**config.mk**
```make
export PLATFORM = sky130hd
export DESIGN_NAME = async_char_rx
export DESIGN_NICKNAME = d
export VERILOG_FILES = /design/src/rtl/async_rx_pkg.sv /design/src/rtl/rx_line_sync.sv /design/src/rtl/rx_bit_timer.sv /design/src/rtl/rx_frame_engine.sv /design/src/rtl/async_char_rx.sv
export SDC_FILE = /design/constraint.sdc
export NUM_CORES = 1
export LEC_CHECK = 0
export CAP_MARGIN = 20
export CORE_MARGIN = 5
export CORE_UTILIZATION = 30
export CTS_CLUSTER_SIZE = 24
export DETAILED_ROUTE_END_ITERATION = 8
export PLACE_DENSITY = 0.55
export REMOVE_ABC_BUFFERS = 1
export SLEW_MARGIN = 25
export SYNTH_ARGS = -nofsm -noshare
export SYNTH_HDL_FRONTEND = slang
export SYNTH_SLANG_ARGS = --single-unit
export TNS_END_PERCENT = 30
```
**constraint.sdc**
```tcl
create_clock -name clk -period 7.5 [get_ports clk]
set_clock_uncertainty 0.1 [all_clocks]
set_input_delay 1.125 -clock clk [delete_from_list [all_inputs] [get_ports clk]]
set_output_delay 1.125 -clock clk [all_outputs]
set_load 0.01 [all_outputs]
```
**src/rtl/async_rx_pkg.sv**
```systemverilog
package async_rx_pkg;

    localparam int DATA_MAX = 8;
    localparam int LEN_MIN  = 5;

    typedef enum logic [1:0] {
        PAR_NONE = 2'd0,
        PAR_EVEN = 2'd1,
        PAR_ODD  = 2'd2,
        PAR_RSVD = 2'd3
    } parity_mode_e;

    typedef enum logic [2:0] {
        ST_IDLE   = 3'd0,
        ST_START  = 3'd1,
        ST_DATA   = 3'd2,
        ST_PARITY = 3'd3,
        ST_STOP   = 3'd4
    } rx_state_e;

    typedef struct packed {
        logic [1:0]   len_code;
        parity_mode_e parity;
        logic         two_stop;
    } frame_cfg_t;

    typedef struct packed {
        logic [DATA_MAX-1:0] data;
        logic                parity_err;
        logic                frame_err;
    } rx_char_t;

    function automatic logic uses_parity(input parity_mode_e m);
        return (m == PAR_EVEN) || (m == PAR_ODD);
    endfunction

    function automatic logic [2:0] last_bit_index(input logic [1:0] len_code);
        return 3'(LEN_MIN - 1) + {1'b0, len_code};
    endfunction

    function automatic logic [DATA_MAX-1:0] right_align(input logic [DATA_MAX-1:0] sh,
                                                         input logic [1:0] len_code);
        logic [1:0] amount;
        amount = 2'd3 - len_code;
        return sh >> amount;
    endfunction

    function automatic logic parity_bad(input logic [DATA_MAX-1:0] d,
                                        input logic pbit,
                                        input parity_mode_e m);
        logic ones_odd;
        ones_odd = (^d) ^ pbit;
        case (m)
            PAR_EVEN: return ones_odd;
            PAR_ODD:  return ~ones_odd;
            default:  return 1'b0;
        endcase
    endfunction

endpackage

```
**src/rtl/rx_line_sync.sv**
```systemverilog
module rx_line_sync #(
    parameter int STAGES = 2
) (
    input  logic clk,
    input  logic rst,
    input  logic din,
    output logic dout
);
    logic [STAGES-1:0] chain;

    generate
        if (STAGES == 1) begin : g_single
            always_ff @(posedge clk) begin
                if (rst) chain <= 1'b1;
                else     chain <= din;
            end
        end else begin : g_multi
            always_ff @(posedge clk) begin
                if (rst) chain <= '1;
                else     chain <= {chain[STAGES-2:0], din};
            end
        end
    endgenerate

    assign dout = chain[STAGES-1];
endmodule

```
**src/rtl/rx_bit_timer.sv**
```systemverilog
module rx_bit_timer #(
    parameter int CNT_W = 16
) (
    input  logic             clk,
    input  logic             rst,
    input  logic             arm,
    input  logic             halt,
    input  logic [CNT_W-1:0] first_cnt,
    input  logic [CNT_W-1:0] period,
    output logic             tick
);
    logic [CNT_W-1:0] cnt;
    logic             run;
    logic [CNT_W-1:0] reload;

    assign reload = period - CNT_W'(1);

    always_ff @(posedge clk) begin
        if (rst) begin
            run <= 1'b0;
            cnt <= '0;
        end else if (arm) begin
            run <= 1'b1;
            cnt <= first_cnt;
        end else if (halt) begin
            run <= 1'b0;
            cnt <= '0;
        end else if (run) begin
            if (cnt == '0) cnt <= reload;
            else           cnt <= cnt - CNT_W'(1);
        end
    end

    assign tick = run && (cnt == '0) && !arm;
endmodule

```
**src/rtl/rx_frame_engine.sv**
```systemverilog
module rx_frame_engine
    import async_rx_pkg::*;
#(
    parameter int CNT_W = 16
) (
    input  logic             clk,
    input  logic             rst,
    input  logic             line,
    input  logic             tick,
    input  frame_cfg_t       cfg_in,
    input  logic [CNT_W-1:0] period_in,
    output logic             arm,
    output logic             halt,
    output logic [CNT_W-1:0] first_cnt,
    output logic [CNT_W-1:0] period_q,
    output frame_cfg_t       cfg_q,
    output rx_state_e        state,
    output rx_char_t         result,
    output logic             valid
);
    logic                line_prev;
    logic [DATA_MAX-1:0] shreg;
    logic [2:0]          bit_idx;
    logic                pbit;
    logic                ferr;
    logic                stop_idx;
    logic                ferr_now;
    logic                start_edge;

    assign start_edge = (state == ST_IDLE) && line_prev && !line;
    assign arm        = start_edge;
    assign halt       = (state == ST_IDLE);
    assign first_cnt  = (period_in >> 1) - CNT_W'(1);
    assign ferr_now   = ferr | ~line;

    always_ff @(posedge clk) begin
        if (rst) begin
            line_prev <= 1'b1;
            state     <= ST_IDLE;
            cfg_q     <= '0;
            period_q  <= '0;
            shreg     <= '0;
            bit_idx   <= '0;
            pbit      <= 1'b0;
            ferr      <= 1'b0;
            stop_idx  <= 1'b0;
            result    <= '0;
            valid     <= 1'b0;
        end else begin
            line_prev <= line;
            valid     <= 1'b0;
            case (state)
                ST_IDLE: begin
                    if (start_edge) begin
                        state    <= ST_START;
                        cfg_q    <= cfg_in;
                        period_q <= period_in;
                        shreg    <= '0;
                        bit_idx  <= '0;
                        pbit     <= 1'b0;
                        ferr     <= 1'b0;
                        stop_idx <= 1'b0;
                    end
                end
                ST_START: begin
                    if (tick) begin
                        if (line) state <= ST_IDLE;
                        else      state <= ST_DATA;
                    end
                end
                ST_DATA: begin
                    if (tick) begin
                        shreg <= {line, shreg[DATA_MAX-1:1]};
                        if (bit_idx == last_bit_index(cfg_q.len_code)) begin
                            state <= uses_parity(cfg_q.parity) ? ST_PARITY : ST_STOP;
                        end else begin
                            bit_idx <= bit_idx + 3'd1;
                        end
                    end
                end
                ST_PARITY: begin
                    if (tick) begin
                        pbit  <= line;
                        state <= ST_STOP;
                    end
                end
                ST_STOP: begin
                    if (tick) begin
                        if (cfg_q.two_stop && !stop_idx) begin
                            stop_idx <= 1'b1;
                            ferr     <= ferr_now;
                        end else begin
                            valid             <= 1'b1;
                            result.data       <= right_align(shreg, cfg_q.len_code);
                            result.parity_err <= parity_bad(right_align(shreg, cfg_q.len_code),
                                                            pbit, cfg_q.parity);
                            result.frame_err  <= ferr_now;
                            state             <= ST_IDLE;
                        end
                    end
                end
                default: state <= ST_IDLE;
            endcase
        end
    end
endmodule

```
**src/rtl/async_char_rx.sv**
```systemverilog
module async_char_rx
    import async_rx_pkg::*;
#(
    parameter int CNT_W       = 16,
    parameter int SYNC_STAGES = 2
) (
    input  logic             clk,
    input  logic             rst,
    input  logic             rx_line,
    input  logic [CNT_W-1:0] cfg_period,
    input  logic [1:0]       cfg_len,
    input  logic [1:0]       cfg_parity,
    input  logic             cfg_two_stop,
    output logic [7:0]       out_data,
    output logic             out_valid,
    output logic             out_parity_err,
    output logic             out_frame_err
);
    logic             line_s;
    logic             bit_tick;
    logic             tmr_arm;
    logic             tmr_halt;
    logic [CNT_W-1:0] tmr_first;
    logic [CNT_W-1:0] eng_period;
    frame_cfg_t       cfg_now;
    frame_cfg_t       eng_cfg;
    rx_state_e        eng_state;
    rx_char_t         eng_result;
    logic             eng_valid;

    assign cfg_now.len_code = cfg_len;
    assign cfg_now.parity   = parity_mode_e'(cfg_parity);
    assign cfg_now.two_stop = cfg_two_stop;

    rx_line_sync #(.STAGES(SYNC_STAGES)) u_sync (
        .clk  (clk),
        .rst  (rst),
        .din  (rx_line),
        .dout (line_s)
    );

    rx_bit_timer #(.CNT_W(CNT_W)) u_timer (
        .clk       (clk),
        .rst       (rst),
        .arm       (tmr_arm),
        .halt      (tmr_halt),
        .first_cnt (tmr_first),
        .period    (eng_period),
        .tick      (bit_tick)
    );

    rx_frame_engine #(.CNT_W(CNT_W)) u_engine (
        .clk       (clk),
        .rst       (rst),
        .line      (line_s),
        .tick      (bit_tick),
        .cfg_in    (cfg_now),
        .period_in (cfg_period),
        .arm       (tmr_arm),
        .halt      (tmr_halt),
        .first_cnt (tmr_first),
        .period_q  (eng_period),
        .cfg_q     (eng_cfg),
        .state     (eng_state),
        .result    (eng_result),
        .valid     (eng_valid)
    );

    assign out_data       = eng_result.data;
    assign out_parity_err = eng_result.parity_err;
    assign out_frame_err  = eng_result.frame_err;
    assign out_valid      = eng_valid;
endmodule

```
==> run_results.csv <==
group,metric,value,unit
sta,whs,0.306,ns
logic_synthesis,synth_flop_cell,"dfxtp_1",
sta,timing.final.crit_share,51.5,%
sta,finalHoldViolCount,0,
sta,tns,0,ns
routing,drt_iter0_drc,379,
setup_path,worst_path_dominant_cell_family,"simple AND/OR/NAND/NOR gates",
logic_synthesis,yosys_warnings,0,
sta,maxSlewHeadroom,37.1,%
clock_network,post-cts-setup-buffers,0,
setup_path,ff2ff_path_depth,10,
cells_and_area,areaGrowthSynthToFinish,19.3,%
logic_synthesis,postSynthCellCount,535,
hold_path,whs_endpoint,"u_sync.chain[1]",
sta,worst_slew_pin_slew,0.939,ns
logic_synthesis,netlist_area,4090,µm²
floorplan,die_area,16100,µm²
hold_path,whs_path_depth,1,
run,maxCapViolations,0,
cells_and_area,antenna-diode-count,0,
sta,setup_viol_count_final,0,
routing,drcViolationCount,0,
power,combinationalPowerShare,39.4,%
run_status,outcome,"complete, no violations",
setup_path,critical_path_class,"flop to flop",
logic_synthesis,synth-edff-count,0,
power,switchingPower,0.000576,W
setup_path,crit_slowest_cell,"nor2_1",
floorplan,core,13300,µm²
setup_path,rr_endpoint,"u_timer.cnt[14]",
cells_and_area,stdcell_area,4880,µm²
placed_design,placed_area,4550,µm²
placed_design,dp_hpwl,8050,µm
floorplan,die_height,127,µm
setup_path,required,7.62,ns
setup_path,rrSetupSlack,3.63,ns
global_route,gr-total-overflow,0,
logic_synthesis,syn_area_per_cell,7.65,µm²
placed_design,place_congestion,0.869,
power,sequentialPowerShare,29.4,%
clock_network,insertion_delay,0.34,ns
power,p_clk_share,31.2,%
logic_synthesis,synthArstFlopShare,0,%
clock_network,cts_inserted_buffers,9,
hold_path,hold_class,"flop to flop",
cells_and_area,fin_nets,578,
logic_synthesis,synth-seq-cells,69,
setup_path,crit_start,"u_timer.cnt[15]",
sta,fmaxAchievable,0.259,GHz
logic_synthesis,yosysMostFrequentCell,"nand2_1",
clock_network,ctsHoldBuffers,0,
setup_path,worstSetupStartpointType,"flop",
setup_path,max_stage_delay,0.74,ns
logic_synthesis,synth.distinct_cells,59,
hold_path,hp-start,"u_sync.chain[0]",
setup_path,crit_chain,"or4_1 > or4_4 > nor2_1 > a21oi_1 > ha_1 > or3b_2 > a311o_1 > nor3_1 > and3_1 > or3_1",
setup_path,end_kind,"flop",
sta,min_period,3.87,ns
clock_network,path_clk_slew,0.05,ns
global_route,grt_antenna_before_repair,0,
setup_path,cp_max_fo,12,
routing,drtPass1Iterations,5,
sta,finalMaxSlewViolations,0,
cells_and_area,layout-drive-gt1-share,7.76,%
global_route,grt_use_total,14.3,%
power,pwr_density_cell,309,nW/µm²
routing,ant_nets,0,
clock_network,htree_levels,3,
logic_synthesis,synth.area.top_cells,"dfxtp_1, nand2_1, a21oi_1",
floorplan,ios,35,
setup_path,r2r-start,"u_timer.cnt[15]",
global_route,grt_pass1_wl,18900,µm
clock_network,cts_root_buf,"clkbuf_16",
power,switching_share,38.3,%
setup_path,cp.arrival,3.98,ns
clock_network,clockBufferDepth,2,
routing,wire_per_inst,15.8,µm
floorplan,start_util,30.8,%
sta,rsz0062_at_grt,"no",
clock_network,cts_resized,0,
power,power.leakage,1.68,nW
routing,via_count,3928,
logic_synthesis,synth_top_area_share,33.7,%
logic_synthesis,synth-seq-area-share,33.7,%
power,power.internal,0.000930,W
power,ir_drop,122,µV
placed_design,port_buffers,34,
routing,totalWireLength,11500,µm
routing,viasPerCell,5.38,
floorplan,num_rows,42,
global_route,grt_pass1_vias,3722,
global_route,grt_max_degree,73,
logic_synthesis,synth_area_leader_cell,"dfxtp_1",
setup_path,path_buf_inv,0,
clock_network,clock-sinks,69,
floorplan,die_x,127,µm
logic_synthesis,ys_top_cells_by_count,"nand2_1, dfxtp_1, a21oi_1",
clock_network,tritoncts,"built",
==> cells by family after synthesis <==
logic type | Yosys count | synth area share (%)
fa+ha+maj | 5 | 1.53
simple gates | 224 | 26.3
compound gates | 146 | 22.7
mux | 16 | 4.61
xor+xnor | 28 | 6.33
buf+inv | 47 | 4.77
flops | 69 | 33.7
==> metal layers <==
layer | up-vias | share of wire [%] | GRT usage (%)
li1 | 1961 | - | -
met1 | 1864 | 50 | 19.4
met2 | 81 | 45 | 22.3
met3 | 22 | 3.3 | 2.82
met4 | 0 | 2.4 | 6.12
met5 | - | 0 | 0
==> per-stage QoR <==
| step | util, % | cells | total power (W) | worst slack, ns |
|---|---|---|---|---|
| after global routing | 36.7 | 730 | 0.00160 | 3.43 |
| final | 36.7 | 730 | 0.00151 | 3.63 |
| after detailed placement | 34.2 | 714 | 0.00103 | 3.64 |
| after floorplan | - | 497 | 0.000854 | 4.06 |
| after CTS | 36.7 | 730 | 0.00151 | 3.64 |
| after global placement | 34.2 | 714 | 0.00103 | 3.76 |
==> worst max-delay path by stage <==
| stage | endpoint | slack (ns) | cells past startpoint |
|---|---|---|---|
| floorplan | u_engine.result[6] | 4.06 | 6 |
| global placement | u_timer.cnt[14] | 3.76 | 10 |
| detailed placement | u_timer.cnt[14] | 3.64 | 10 |
| CTS | u_timer.cnt[14] | 3.64 | 10 |
| global route | u_timer.cnt[14] | 3.43 | 10 |
| finish | u_timer.cnt[14] | 3.63 | 10 |
==> registers in the layout (all words and copies together), names as in the netlist <==
name	count
u_engine.period_q	16
u_timer.cnt	16
u_engine.result	10
u_engine.shreg	8
u_engine.cfg_q	5
u_engine.bit_idx	3
u_engine.state	3
u_sync.chain	2
u_engine.ferr	1
u_engine.line_prev	1
u_engine.pbit	1
u_engine.stop_idx	1
u_engine.valid	1
u_timer.run	1
==> final cells by class <==
class / count / area [µm²]
Tap cell: 176 / 220
Sequential cell: 69 / 1380
Fill cell: 1405 / 8410
Clock buffer: 13 / 260
Timing Repair Buffer: 41 / 388
Multi-Input combinational cell: 419 / 2530
Inverter: 9 / 33.8
Clock inverter: 3 / 67.6
==> cell usage in the layout, fill, tap and decap left out, types with 4 or more instances in the layout <==
cell and instances:
dfxtp_1 69, clkdlybuf4s50_1 33, nand4_1 4, o22ai_1 5, xnor2_1 19, a21oi_1 63, xor2_1 8, nor2_1 39
nor4_1 7, o21ai_0 16, nor2b_1 8, mux2i_1 11, inv_1 9, nand2_1 87, or2_2 6, nand3_1 13
clkbuf_16 9, or3_1 9, nor3_1 22, buf_4 7, or4_1 7, ha_1 5, a211oi_1 6, a31oi_1 13
o211ai_1 4, a211o_1 5
==> power groups by stage <==
stage / Combinational [W] / Clock, W / Sequential (W)
after floorplan: 0.000422 / 0 / 0.000433
after global placement: 0.000582 / 0 / 0.000445
after detailed placement: 0.000587 / 0 / 0.000447
after CTS: 0.000589 / 0.000477 / 0.000439
after global routing: 0.000657 / 0.000497 / 0.000446
final: 0.000594 / 0.000470 / 0.000442
Note: power is estimated with default switching activity, not from simulation.
